**config.mk**
```make
export PLATFORM = sky130hd
export DESIGN_NAME = sram_async_ctrl
export DESIGN_NICKNAME = d
export VERILOG_FILES = /design/src/rtl/sramc_pkg.sv /design/src/rtl/sramc_ctrl.sv /design/src/rtl/sramc_dpath.sv /design/src/rtl/sram_async_ctrl.sv
export SDC_FILE = /design/constraint.sdc
export NUM_CORES = 1
export LEC_CHECK = 0
export ABC_AREA = 1
export BUFFER_PORTS_ARGS = -buffer_cell sky130_fd_sc_hd__buf_2
export CAP_MARGIN = 10
export CORE_MARGIN = 5
export CORE_UTILIZATION = 49
export CTS_CLUSTER_DIAMETER = 150
export CTS_CLUSTER_SIZE = 40
export DETAILED_ROUTE_END_ITERATION = 10
export GPL_TIMING_DRIVEN = 0
export PLACE_DENSITY = 0.84
export SYNTH_ARGS = -nofsm -noshare
export SYNTH_HDL_FRONTEND = slang
export SYNTH_SLANG_ARGS = --single-unit
```
**constraint.sdc**
```tcl
create_clock -name clk -period 2.3 [get_ports clk]
set_input_delay 0.345 -clock clk [delete_from_list [all_inputs] [get_ports clk]]
set_output_delay 0.345 -clock clk [all_outputs]
set_load 0.03 [all_outputs]
```
**src/rtl/sramc_pkg.sv**
```systemverilog
package sramc_pkg;
  typedef struct packed {
    logic load;     // latch a new request into the datapath
    logic drive;    // drive write data onto the RAM bus
    logic capture;  // sample RAM read data
  } sramcStrobe_t;
endpackage

```
**src/rtl/sramc_ctrl.sv**
```systemverilog
module sramc_ctrl
  import sramc_pkg::*;
#(
  parameter int PRE_CYC = 1,
  parameter int ACC_CYC = 2
) (
  input  logic         clk,
  input  logic         rstN,
  input  logic         reqValid,
  input  logic         reqWrite,
  output logic         reqReady,
  output logic         ramCsN,
  output logic         ramCe,
  output logic         ramWeN,
  output logic         ramOeN,
  output sramcStrobe_t strobe
);
  localparam int MAX_CYC = (PRE_CYC > ACC_CYC) ? PRE_CYC : ACC_CYC;
  localparam int CNT_W   = $clog2(MAX_CYC + 1);

  typedef enum logic [1:0] {ST_IDLE, ST_PRE, ST_ACT} state_t;

  state_t           state;
  logic [CNT_W-1:0] cnt;
  logic             isWrite;

  always_ff @(posedge clk) begin
    if (!rstN) begin
      state   <= ST_IDLE;
      cnt     <= '0;
      isWrite <= 1'b0;
    end else begin
      unique case (state)
        ST_IDLE: if (reqValid) begin
          state   <= ST_PRE;
          cnt     <= CNT_W'(PRE_CYC - 1);
          isWrite <= reqWrite;
        end
        ST_PRE: if (cnt == '0) begin
          state <= ST_ACT;
          cnt   <= CNT_W'(ACC_CYC - 1);
        end else begin
          cnt <= cnt - 1'b1;
        end
        ST_ACT: if (cnt == '0) state <= ST_IDLE;
                else cnt <= cnt - 1'b1;
        default: state <= ST_IDLE;
      endcase
    end
  end

  always_comb begin
    reqReady       = (state == ST_IDLE);
    ramCsN         = (state != ST_ACT);
    ramCe          = (state != ST_IDLE);
    ramWeN         = !((state == ST_ACT) && isWrite);
    ramOeN         = !((state == ST_ACT) && !isWrite);
    strobe.load    = (state == ST_IDLE) && reqValid;
    strobe.drive   = (state == ST_ACT) && isWrite;
    strobe.capture = (state == ST_ACT) && !isWrite && (cnt == '0);
  end

  // Pin-level interval counters used only by the checks below
  logic [CNT_W:0] hiCnt, loCnt;
  always_ff @(posedge clk) begin
    if (!rstN) begin
      hiCnt <= '0;
      loCnt <= '0;
    end else if (ramCsN) begin
      loCnt <= '0;
      if (int'(hiCnt) < PRE_CYC) hiCnt <= hiCnt + 1'b1;
    end else begin
      hiCnt <= '0;
      if (int'(loCnt) <= ACC_CYC) loCnt <= loCnt + 1'b1;
    end
  end

  AST_PRECHARGE_MIN: assert property (@(posedge clk) disable iff (!rstN)
    $fell(ramCsN) |-> int'(hiCnt) >= PRE_CYC);
  AST_ACTIVE_LEN: assert property (@(posedge clk) disable iff (!rstN)
    $rose(ramCsN) |-> int'(loCnt) == ACC_CYC);
  AST_BUSY_NOT_READY: assert property (@(posedge clk) disable iff (!rstN)
    !ramCsN |-> !reqReady);
endmodule

```
**src/rtl/sramc_dpath.sv**
```systemverilog
module sramc_dpath
  import sramc_pkg::*;
#(
  parameter int ADDR_W = 17,
  parameter int DATA_W = 8
) (
  input  logic              clk,
  input  logic              rstN,
  input  sramcStrobe_t      strobe,
  input  logic              ramCsN,
  input  logic [ADDR_W-1:0] reqAddr,
  input  logic [DATA_W-1:0] reqWdata,
  input  logic [DATA_W-1:0] ramDqIn,
  output logic [ADDR_W-1:0] ramAddr,
  output logic [DATA_W-1:0] ramDqOut,
  output logic              ramDqOe,
  output logic              rspValid,
  output logic [DATA_W-1:0] rspData
);
  logic [ADDR_W-1:0] addrReg;
  logic [DATA_W-1:0] wdataReg;

  always_ff @(posedge clk) begin
    if (!rstN) begin
      addrReg  <= '0;
      wdataReg <= '0;
      rspValid <= 1'b0;
      rspData  <= '0;
    end else begin
      if (strobe.load) begin
        addrReg  <= reqAddr;
        wdataReg <= reqWdata;
      end
      rspValid <= strobe.capture;
      if (strobe.capture) rspData <= ramDqIn;
    end
  end

  assign ramAddr  = addrReg;
  assign ramDqOut = wdataReg;
  assign ramDqOe  = strobe.drive;

  AST_ADDR_STABLE: assert property (@(posedge clk) disable iff (!rstN)
    (!ramCsN && $past(!ramCsN)) |-> ($stable(ramAddr) && $stable(ramDqOut)));
  AST_RSP_SINGLE: assert property (@(posedge clk) disable iff (!rstN)
    rspValid |=> !rspValid);
endmodule

```
**src/rtl/sram_async_ctrl.sv**
```systemverilog
module sram_async_ctrl
  import sramc_pkg::*;
#(
  parameter int ADDR_W        = 17,
  parameter int DATA_W        = 8,
  parameter int CLK_PERIOD_PS = 20000,
  parameter int PRECHARGE_PS  = 5000,
  parameter int ACCESS_PS     = 32000
) (
  input  logic              clk,
  input  logic              rstN,
  input  logic              reqValid,
  output logic              reqReady,
  input  logic              reqWrite,
  input  logic [ADDR_W-1:0] reqAddr,
  input  logic [DATA_W-1:0] reqWdata,
  output logic              rspValid,
  output logic [DATA_W-1:0] rspData,
  output logic [ADDR_W-1:0] ramAddr,
  output logic              ramCsN,
  output logic              ramCe,
  output logic              ramWeN,
  output logic              ramOeN,
  output logic [DATA_W-1:0] ramDqOut,
  output logic              ramDqOe,
  input  logic [DATA_W-1:0] ramDqIn
);
  localparam int PRE_RAW = (PRECHARGE_PS + CLK_PERIOD_PS - 1) / CLK_PERIOD_PS;
  localparam int ACC_RAW = (ACCESS_PS + CLK_PERIOD_PS - 1) / CLK_PERIOD_PS;
  localparam int PRE_CYC = (PRE_RAW < 1) ? 1 : PRE_RAW;
  localparam int ACC_CYC = (ACC_RAW < 1) ? 1 : ACC_RAW;

  sramcStrobe_t strobe;

  sramc_ctrl #(.PRE_CYC(PRE_CYC), .ACC_CYC(ACC_CYC)) uCtrl (
    .clk(clk), .rstN(rstN), .reqValid(reqValid), .reqWrite(reqWrite),
    .reqReady(reqReady), .ramCsN(ramCsN), .ramCe(ramCe), .ramWeN(ramWeN),
    .ramOeN(ramOeN), .strobe(strobe)
  );

  sramc_dpath #(.ADDR_W(ADDR_W), .DATA_W(DATA_W)) uDpath (
    .clk(clk), .rstN(rstN), .strobe(strobe), .ramCsN(ramCsN),
    .reqAddr(reqAddr), .reqWdata(reqWdata), .ramDqIn(ramDqIn),
    .ramAddr(ramAddr), .ramDqOut(ramDqOut), .ramDqOe(ramDqOe),
    .rspValid(rspValid), .rspData(rspData)
  );

  AST_DRIVE_IN_WRITE: assert property (@(posedge clk) disable iff (!rstN)
    ramDqOe |-> (!ramWeN && !ramCsN && ramOeN));
  AST_CE_WITH_CS: assert property (@(posedge clk) disable iff (!rstN)
    !ramCsN |-> ramCe);
  AST_READ_NO_DRIVE: assert property (@(posedge clk) disable iff (!rstN)
    !ramOeN |-> (!ramDqOe && ramWeN));
  AST_TURNAROUND: assert property (@(posedge clk) disable iff (!rstN)
    $past(!ramOeN) |-> !ramDqOe);
endmodule

```
# Yosys cells after proc, flatten, opt, wreduce, memory -nomap -nowiden
# Index checks and enable logic that the tools add are counted.
# op_classes
shifts,0
n_eq_ne,7
div,0
reduce_logical,14
n_mux,8
multipliers,0
bitwise_logic,0
order_cmp,0
n_addsub,1
# op_table
op,n
two-way mux 2 bit,6
one-hot mux 2 bit (3 select lines),2
"inequality test 2 bit, second input constant",4
AND reduction 3 bit,2
logical AND 1 bit,4
logical NOT 2 bit,2
logical NOT 1 bit,3
nonzero test 3 bit,1
"== test 2 x 1 -> 1 bit, second input constant",1
"== test 2 bit, second input constant",1
"inequality test 2 x 1 -> 1 bit, second input constant",1
AND reduction 2 bit,1
nonzero test 2 bit,1
"subtractor 2 x 1 -> 2 bit, second input constant",1
# word_totals
latch_bits,0
regBits,39
romBits,0
out_inout_bits,40
ramBits,0
wordCells,37
memories,0

# Logic depth before layout (Yosys ltp)
# Gate-level depths: netlist (run 1).
# logic_depth
depth_word,3
mapped_depth,9
ltp_nobuf,9

# Modules after synthesis
# Synthesis (run 1) repeated with hierarchy kept, for this count alone.
# unflattened
hier_cells,278
area_unflattened_um2,1833.0
# modules_own_cells
mod,seq_area_each_um2,cells_each,area_each_um2,instances
sramc_dpath,680.7,214,1427.6,1
sramc_ctrl,100.1,64,405.4,1

# Worst setup path after synthesis (run 1)
# Ideal clock, no wire load.
# synth_timing
path_kind,register to output
from,register uCtrl.state[0]
to,output port ramDqOe
t_arrival_ns,1.234
path_stages_with_launch,5
setup_slack_ns,0.721
cell_sequence,dfxtp_1 > inv_1 > ha_1 > nand2_1 > inv_1
# synth_between
elab_chain_cells,2
# synth_rtl
item,line,text
"start, declared",sramc_ctrl.sv:23,state_t state;
"start signal, assigned",sramc_ctrl.sv:29,state <= ST_IDLE;
"start signal, assigned",sramc_ctrl.sv:35,state <= ST_PRE;
"start signal, assigned",sramc_ctrl.sv:40,state <= ST_ACT;
== test 2 bit,sramc_ctrl.sv:59,strobe.drive = (state == ST_ACT) && isWrite;
logical AND 1 bit,sramc_ctrl.sv:59,
"end, declared",sram_async_ctrl.sv:25,"output logic ramDqOe,"
# Every way passes these cells.

# Worst setup path after layout (run 1)
# Same ends and word-level chain as after synthesis.

==> results.tsv, run 1 <==
metric	value	unit
status	finished, final reports clean	
period_needed	1.89	ns
cp-end-kind	output port	
async_reset_ff_share	0	%
cts_setup_buffers	0	
nets	341	
routed_via_density	4.52	
yosysSeqAreaShare	48.0	%
cts_tree	yes	
area_growth	31.9	%
numCtsBuffers	5	
crit_required	1.96	ns
synth_most_common_cell	nor2_1	
grt_pass1_wl	5900	µm
start_util	49.6	%
ant_nets	0	
cts_resized	0	
die-area	4570	µm²
timing.final.crit_share	82.3	%
synth-xor-area-share	0	%
root_buffer	clkbuf_4	
syn_inst	213	
fp.dieW	67.6	µm
p_leak	1.12	nW
hold_violations	0	
grt_max_degree	13	
drt_first_pass_iters	4	
place_hpwl	2930	µm
p_per_area	1400	nW/µm²
yosys.area.top_type_share	48.0	%
rows	21	
vias	1547	
grt_overflow	0	
wire_per_inst	10.9	µm
tns	0	ns
drive_gt1_share	31.8	%
multi_input_area	687	µm²
gp_congestion	0.821	
cp.arrival	1.55	ns
clock_sinks	39	
drc	0	
synth_seq_cells	39	
cts_hold_buf	0	
core_region_area	3280	µm²
max_freq	528	MHz
finalCoreUtilization	65.4	%
slew_violations	0	
yosys.area_share.simple	21.5	%
clk_latency	0.34	ns
grt_pass1_vias	1351	
synth_compound_area_share	13.8	%
synth_top_family_by_area	simple AND/OR/NAND/NOR gates	
synthMuxAreaShare	0	%
syn_nets	259	
synth_top_area_cell	dfxtp_1	
crit_fanout	6	
antennaDiodeCount	0	
portBuffers	75	
ys_top_cells_by_count	nor2_1, dfxtp_1, o21ai_0, inv_1, nand2_1	
fill_cells	306	
tightest_slew	0.321	ns
htree_levels	2	
fin_worst_skew	0.00452	ns
drt_iter0_markers	78	
synth_area	1630	µm²
synth_edf_count	0	
grt_antenna_before_repair	0	
finalSetupViolCount	0	
synth_fa_ha_area_share	6.92	%
io_pins	77	
timing.max_cap.violations	0	
clk_pin_slew	0.11	ns
startpoint_type	flop	
rsz0062_at_grt	no	
die_h	67.6	µm
cts_buffer_depth	2	
synth_ff_type	dfxtp_1	
slew_headroom	78.6	%
syn_area_per_cell	7.64	µm²
yosys.cell_types.count	16	
grt_usage	17.0	%
path_class	reg2out	
layout.area.seq	781	µm²
ys_top_cells_by_area	dfxtp_1, nor2_1, o21ai_0	
vdd_drop_max	0.774	mV
routed_wl	3730	µm
yosysWarnings	0	
hp-class	in2reg	
-- path summary, 6_finish.rpt --
path	from	endpoint	slack, ns	depth (start not counted)
worst max-delay path	uCtrl.state[0]$_SDFFE_PN0P_	ramDqOe	0.41	5
worst min-delay path	reqAddr[16]	uDpath.ramAddr[16]$_SDFFE_PN0P_	0.25	3
worst max register to register	uCtrl.state[0]$_SDFFE_PN0P_	uDpath.ramAddr[10]$_SDFFE_PN0P_	0.84	6
worst min register to register	uDpath.rspData[1]$_SDFFE_PN0P_	uDpath.rspData[1]$_SDFFE_PN0P_	0.45	2
-- placed cells by master, fill, tap and decap left out, drive strengths merged --
master	count
ha	9
clkinv	1
a21oi	10
dfxtp	39
buf	79
bufinv	1
nand3	3
o21ai	34
clkbuf	11
inv	25
nand2	23
nor2	61
-- cell families (layout without fill, tap and decap cells) --
family          Yosys count  after routing
fa+ha+maj                 9              9
simple gates             87             87
buf+inv                  34            117
compound gates           44             44
flops                    39             39
-- worst max-delay path: stages, from the launching register on --
cell     delay, ns
dfxtp_1       0.36
inv_1         0.12
ha_1          0.35
nand2_1       0.12
inv_1         0.06
buf_2         0.19
-- stage by stage --
stage / setup slack [ns] / instances / cell area (µm²) / power, mW / hold WS, ns
final: 0.406 / 342 / 2150 / 3.01 / 0.249
after detailed placement: 0.764 / 334 / 2060 / 2.56 / 0.432
after floorplan: 0.721 / 213 / 1630 / 2.16 / 0.507
after global routing: 0.286 / 342 / 2150 / 3.26 / 0.249
after CTS: 0.380 / 342 / 2150 / 3.03 / 0.240
after global placement: 0.794 / 334 / 2060 / 2.53 / 0.429
-- sequential cells by signal, summed over array words and instances (netlist names) --
register / cells
uCtrl.cnt: 2
uCtrl.isWrite: 1
uCtrl.state: 2
uDpath.ramAddr: 17
uDpath.ramDqOut: 8
uDpath.rspData: 8
uDpath.rspValid: 1
-- per-layer routing --
metal / global-route usage, % / vias to the layer above / wire length, µm
met5: 0 / - / 0
met4: 6.08 / 0 / 48
met3: 5.49 / 6 / 315
met2: 27.7 / 46 / 1730
met1: 20.8 / 675 / 1640
li1: - / 820 / -
-- power by group --
| part | leakage (nW) | total, mW | internal [mW] | switching (mW) |
|---|---|---|---|---|
| Clock | 0.0482 | 0.472 | 0.257 | 0.215 |
| Sequential | 0.321 | 1.00 | 0.893 | 0.111 |
| Combinational | 0.753 | 1.53 | 0.483 | 1.05 |
-- area by class of cell --
class | count | share of cell area (%)
clock buffers | 6 | 2.39
multi-input cells | 140 | 32.0
flip-flops and latches | 39 | 36.4
clock inverters | 2 | 1.63
well taps | 46 | 2.68
repair buffers | 75 | 17.5
plain buffers | 9 | 2.97
inverters | 25 | 4.49
Power figures use the tool's default switching activity.
==> inputs of run 2 (changes only) <==
--- a/config.mk
+++ b/config.mk
@@ -9,12 +9,12 @@
 export BUFFER_PORTS_ARGS = -buffer_cell sky130_fd_sc_hd__buf_2
 export CAP_MARGIN = 10
 export CORE_MARGIN = 5
-export CORE_UTILIZATION = 49
+export CORE_UTILIZATION = 41
 export CTS_CLUSTER_DIAMETER = 150
 export CTS_CLUSTER_SIZE = 40
 export DETAILED_ROUTE_END_ITERATION = 10
 export GPL_TIMING_DRIVEN = 0
-export PLACE_DENSITY = 0.84
+export PLACE_DENSITY = 0.75
 export SYNTH_ARGS = -nofsm -noshare
 export SYNTH_HDL_FRONTEND = slang
 export SYNTH_SLANG_ARGS = --single-unit
==> constraint.sdc (replaced) <==
create_clock -name clk -period 1.72 [get_ports clk]
set_input_delay 0.258 -clock clk [delete_from_list [all_inputs] [get_ports clk]]
set_output_delay 0.258 -clock clk [all_outputs]
set_load 0.03 [all_outputs]
==> run 2 against run 1 <==
Compared with the run above:
- combinational power rose by 33%
- sequential cell count did not move
- clock power rose by 86%
- largest power group unchanged
- final area rose by 2.5%
- clock-buffer cell count did not move
- critical endpoint is now ramCe
- sequential power rose by 34%
- wire length fell by 2.0%
- critical path depth fell by 1
- die area rose by 17%
- register-to-register slack got worse by 0.58 ns
- critical path type unchanged
- clock skew rose by 0.0023 ns
==> results.tsv, run 2 (synthesis gave the netlist of run 1 again) <==
metric	value	unit	change
vias	1529		-1.2%
ant_nets	0		unchanged
drt_iter0_markers	60		-23%
slew_violations	0		unchanged
rows	23		+9.5%
hp-class	in2reg		
wire_per_inst	10.6	µm	-3.2%
rr_worst_depth	6		unchanged
crit_required	1.46	ns	-0.50 ns
tns	0	ns	unchanged
p_leak	1.14	nW	+1.4%
nets	341		unchanged
finalSetupViolCount	0		unchanged
fill_cells	387		+26%
grt_overflow	0		unchanged
period_needed	1.62	ns	
routed_wl	3660	µm	-2.0%
fp.dieW	73.0	µm	+7.9%
drive_gt1_share	31.8	%	unchanged
hp-start	reqAddr[15]		
crit_cells	4		-1
r2r_slack	0.26	ns	-0.58 ns
cp-end-kind	output port		
portBuffers	75		unchanged
timing.final.crit_share	94.3	%	
cpMaxStageDelayCell	dfxtp_1		
antennaDiodeCount	0		unchanged
numCtsBuffers	5		unchanged
status	finished, final reports clean		
clock_sinks	39		unchanged
r2r-end	uDpath.ramDqOut[7]$_SDFFE_PN0P_		
critPathCapture	ramCe		
grt_pass1_vias	1330		-1.6%
gp_congestion	0.807		-1.7%
htree_levels	2		unchanged
slew_headroom	78.1	%	-0.45 points
grt_pass1_wl	5870	µm	-0.58%
routed_via_density	4.42		-2.3%
final_cells	346		+1.2%
crit_start	uCtrl.state[0]$_SDFFE_PN0P_		
grt_usage	14.0	%	-3.0 points
drt_first_pass_iters	4		unchanged
grt_antenna_before_repair	0		unchanged
layout.area.seq	781	µm²	unchanged
r2r_start	uCtrl.state[0]$_SDFFE_PN0P_		
crit_top_cell	inv_1		
dp_cells	338		+1.2%
area_growth	35.2	%	
startpoint_type	flop		
multi_input_area	689	µm²	+0.36%
fin_worst_skew	0.00683	ns	+0.00232 ns
place_hpwl	2880	µm	-1.6%
crit_fanout	5		-1
vdd_drop_max	1.07	mV	+39%
path_buf_inv	3		unchanged
timing.max_cap.violations	0		unchanged
grt_max_degree	13		unchanged
path_class	reg2out		
core_region_area	3910	µm²	+19%
p_per_area	1930	nW/µm²	+38%
whs	0.221	ns	-0.0283 ns
die-area	5330	µm²	+17%
root_buffer	clkbuf_8		
cp.arrival	1.36	ns	-0.19 ns
cpPeakStageDelay	0.40	ns	+0.04 ns
io_pins	77		unchanged
final_common_cell	buf_2		
clk_latency	0.28	ns	-0.06 ns
die_h	73.0	µm	+7.9%
drc	0		unchanged
worstPathCellList	inv_1 > ha_1 > inv_1 > buf_2		
largest_register_ffs	17		unchanged
mostFrequentLayoutCells	buf_2, nor2_1, dfxtp_1, o21ai_0, inv_1		
finalCoreUtilization	56.2	%	-9.1 points
cts_buffer_depth	2		unchanged
cts_setup_buffers	0		unchanged
start_util	41.6	%	-8.0 points
max_freq	616	MHz	
cts_tree	yes		
tightest_slew	0.328	ns	+0.00682 ns
cts_hold_buf	0		unchanged
crit_family	flip-flops		
clk_pin_slew	0.07	ns	-0.04 ns
hold_violations	0		unchanged
-- run 2: cell types whose count changed in the layout (fill, tap and decap cells not counted), sizes merged --
cell,previous run,this run
clkinv,1,0
bufinv,1,2
-- run 2: what timing repair did --
action / in CTS / in global routing
gates resized for setup: 0 / 1
endpoints found under the setup margin: 0 / 2
hold endpoints to repair: 0 / 0
-- run 2: how the worst min path moves through the flow --
stage | end | slack (ns) | cells past startpoint
finish | uDpath.ramAddr[15]$_SDFFE_PN0P_ | 0.22 | 3
global route | uDpath.ramAddr[15]$_SDFFE_PN0P_ | 0.21 | 3
detailed placement | uDpath.rspData[3]$_SDFFE_PN0P_ | 0.43 | 2
floorplan | uDpath.rspData[0]$_SDFFE_PN0P_ | 0.42 | 2
CTS | uDpath.ramAddr[15]$_SDFFE_PN0P_ | 0.21 | 3
global placement | uDpath.rspData[3]$_SDFFE_PN0P_ | 0.43 | 2
-- run 2: tightest hold or removal path, stage by stage --
cell     delay (ns)
buf_2          0.07
o21ai_0        0.07
nor2_1         0.07
-- run 2: cell type report --
type	instances	area share [%]
repair buffers	75	17.1
well taps	50	2.84
multi-input cells	140	31.3
clock inverters	2	2.73
flip-flops and latches	39	35.5
inverters	25	4.38
plain buffers	9	2.90
clock buffers	6	3.30
-- run 2: report_power, final --
part	total, mW	switching (mW)	internal [mW]
clock	0.877	0.297	0.580
sequential	1.34	0.146	1.20
combinational	2.03	1.38	0.646
-- run 2: routing by layer --
layer	up-vias	wire length [µm]	GRT usage, %	share of wire [%]
met5	-	0	0	0
met4	0	19	4.30	0.52
met3	2	346	5.23	9.5
met2	50	1630	22.2	45
met1	654	1660	17.5	45
li1	823	-	-	-
-- run 2: through the flow --
step / power, mW / setup WS, ns / instance area (µm²)
floorplan: 2.88 / 0.181 / 1630
global placement: 3.39 / 0.248 / 2070
detailed placement: 3.41 / 0.246 / 2070
CTS: 4.30 / 0.0254 / 2200
global route: 4.59 / -0.00468 / 2200
finish: 4.25 / 0.0972 / 2200
==> inputs of run 3 (changes only) <==
--- a/config.mk
+++ b/config.mk
@@ -9,12 +9,13 @@
 export BUFFER_PORTS_ARGS = -buffer_cell sky130_fd_sc_hd__buf_2
 export CAP_MARGIN = 10
 export CORE_MARGIN = 5
-export CORE_UTILIZATION = 41
+export CORE_UTILIZATION = 43
 export CTS_CLUSTER_DIAMETER = 150
 export CTS_CLUSTER_SIZE = 40
 export DETAILED_ROUTE_END_ITERATION = 10
 export GPL_TIMING_DRIVEN = 0
-export PLACE_DENSITY = 0.75
+export PLACE_DENSITY = 0.76
 export SYNTH_ARGS = -nofsm -noshare
 export SYNTH_HDL_FRONTEND = slang
+export SYNTH_HIERARCHICAL = 1
 export SYNTH_SLANG_ARGS = --single-unit
==> run 3 against run 2 <==
Compared with the run above:
- critical path depth grew 1
- clock skew shrank 0.0055 ns
- hold slack better by 0.012 ns
- highest routed layer unchanged
- first-iteration DRC count decreased by 5.0%
- largest cell class unchanged
- clock power decreased by 35%
==> results.tsv, run 3 <==
metric	value	unit	change
status	finished, final reports clean		
cts_hold_buf	0		unchanged
timing.max_cap.violations	0		unchanged
period_needed	1.61	ns	-0.0139 ns
worstPathCellList	inv_1 > ha_4 > inv_2 > or2_1 > buf_2		
crit_family	flip-flops		
largest_register_ffs	17		unchanged
wire_per_inst	9.49	µm	-10%
finalCoreUtilization	58.4	%	+2.2 points
syn_area_per_cell	6.59	µm²	-14%
synth_edf_count	0		unchanged
whs_path_depth	3		unchanged
ant_nets	0		unchanged
grt_antenna_before_repair	0		unchanged
grt_pass1_vias	1566		+18%
whs_endpoint	uCtrl/isWrite$_SDFFE_PN0P_		
max_freq	622	MHz	+0.86%
clock_sinks	39		unchanged
synth_ff_type	dfxtp_1		
r2r_slack	0.20	ns	-0.06 ns
numCtsBuffers	5		unchanged
die_h	75.3	µm	+3.1%
yosys.area.top_type_share	42.6	%	-5.4 points
nets	405		+19%
grt_usage	14.0	%	+0.016 points
htree_levels	2		unchanged
grt_pass1_wl	6200	µm	+5.6%
p_leak	1.42	nW	+25%
gp_congestion	0.817		+1.2%
routed_via_density	4.20		-4.9%
routed_wl	3910	µm	+7.0%
drc	0		unchanged
cpPeakStageDelay	0.35	ns	-0.05 ns
die-area	5670	µm²	+6.3%
clk_latency	0.27	ns	about the same
place_hpwl	3100	µm	+7.5%
cp.arrival	1.35	ns	about the same
clk_pin_slew	0.07	ns	about the same
portBuffers	76		+1.3%
syn_inst	278		+31%
fill_cells	432		+12%
final_common_cell	nand2_1		
start_util	45.2	%	+3.6 points
synth_area	1830	µm²	+13%
cts_setup_buffers	0		unchanged
cp-end-kind	output port		
postLayoutSetupSlackWorst	0.111	ns	+0.0139 ns
yosysWarnings	6		+6
hold_violations	0		unchanged
slew_headroom	86.2	%	+8.0 points
r2r-end	uDpath/ramDqOut[6]$_SDFFE_PN0P_		
finalPower	3.01	mW	-29%
antennaDiodeCount	0		unchanged
grt_max_degree	12		-1
dpl_worst_slack	0.224	ns	-0.0216 ns
yosysSeqAreaShare	42.6	%	-5.4 points
tightest_slew	0.206	ns	-0.122 ns
rows	23		unchanged
rsz0062_at_grt	no		
mostFrequentLayoutCells	nand2_1, buf_2, nor2_1, inv_1, dfxtp_1		
startpoint_type	flop		
r2r_start	uCtrl/state[1]$_SDFFE_PN0P_		
hp-start	reqWrite		
area_growth	29.4	%	
vdd_drop_max	0.551	mV	-49%
hp-class	in2reg		
vias	1732		+13%
ys_top_cells_by_area	dfxtp_1, nand2_1, nor2_1		
fin_worst_skew	0.00133	ns	-0.00550 ns
finalSetupViolCount	0		unchanged
core_region_area	4060	µm²	+3.7%
path_class	reg2out		
p_per_area	1270	nW/µm²	-34%
synth_top_area_cell	dfxtp_1		
cts_buffer_depth	2		unchanged
syn_nets	322		+24%
ys_top_cells_by_count	nand2_1, nor2_1, inv_1, dfxtp_1		
cpMaxStageDelayCell	dfxtp_2		
drive_gt1_share	28.2	%	-3.6 points
crit_fanout	6		+1
yosys.cell_types.count	14		-2
path_buf_inv	3		unchanged
drt_iter0_markers	57		-5.0%
synth_seq_cells	39		unchanged
grt_overflow	0		unchanged
io_pins	77		unchanged
drt_first_pass_iters	4		unchanged
timing.final.crit_share	93.5	%	-0.81 points
slew_violations	0		unchanged
rr_worst_depth	8		+2
crit_required	1.46	ns	about the same
tns	0	ns	unchanged
async_reset_ff_share	0	%	unchanged
cts_tree	yes		
crit_cells	5		+1
fp.dieW	75.3	µm	+3.1%
synth_most_common_cell	nand2_1		
root_buffer	clkbuf_8		
## run 3: cell types whose count changed in the layout (fill, tap and decap cells not counted), moves of 3 or more
cell,before,now
nand2_1,22,84
o21ai_0,33,0
buf_6,3,6
clkbuf_2,3,0
inv_1,24,45
inv_2,0,3
nor2_1,61,74
o21ai_1,0,3
a21oi_1,10,3
buf_4,1,7
## run 3: logic make-up after synthesis
family          synth area share [%]
compound gates                  2.05
flops                           42.6
fa+ha+maj                       4.78
buf+inv                         16.4
simple gates                    34.2
## run 3: stage by stage
| step | hold slack, ns | instances | cell area [µm²] |
|---|---|---|---|
| after floorplan | 0.379 | 278 | 1830 |
| after global placement | 0.451 | 404 | 2280 |
| after detailed placement | 0.460 | 404 | 2280 |
| after CTS | 0.227 | 412 | 2360 |
| after global routing | 0.229 | 412 | 2370 |
| final | 0.233 | 412 | 2370 |
## run 3: routing by layer
layer,track usage (%),vias up,share of wire [%]
li1,-,958,-
met1,15.9,730,43
met2,24.4,42,48
met3,5.01,2,8.3
met4,4.66,0,0.56
met5,0,-,0
## run 3: worst register-to-register path: stages, from the launching register on
cell     delay, ns
dfxtp_1       0.41
inv_1         0.11
ha_1          0.24
nand2_1       0.12
inv_2         0.06
buf_6         0.13
buf_4         0.17
nor2_1        0.12
nor2_1        0.06
## run 3: power by group
group / switching (mW) / internal (mW)
clock: 0.285 / 0.284
sequential: 0.0909 / 1.07
combinational: 0.828 / 0.446
## run 3: cell type report
class,instances,area [µm²],area share [%]
clock buffer,7,76.3,3.22
tap,50,62.6,2.64
clock inverter,1,5.00,0.211
multi-input combinational,178,764,32.2
timing repair buffer,76,380,16.0
inverter,48,180,7.60
sequential,39,782,33.0
buffer,13,120,5.07
## run 3: timing repair
item                       4_1_cts  5_1_grt
setup endpoints to repair        2        2
pin swaps                        0        0
cloned                           0        0
gates resized for setup          1        2
## run 3: how the worst max path moves through the flow
stage	slack (ns)	end	startpoint
5_1_grt	0.02	ramOeN	uCtrl/state[0]$_SDFFE_PN0P_
6_report	0.11	ramOeN	uCtrl/state[0]$_SDFFE_PN0P_
3_3_place_gp	0.25	uDpath/rspData[6]$_SDFFE_PN0P_	uCtrl/state[0]$_SDFFE_PN0P_
3_5_place_dp	0.22	uDpath/rspData[6]$_SDFFE_PN0P_	uCtrl/state[0]$_SDFFE_PN0P_
4_1_cts	0.02	ramDqOe	uCtrl/state[0]$_SDFFE_PN0P_
2_1_floorplan	0.23	uDpath/ramAddr[0]$_SDFFE_PN0P_	uCtrl/state[0]$_SDFFE_PN0P_
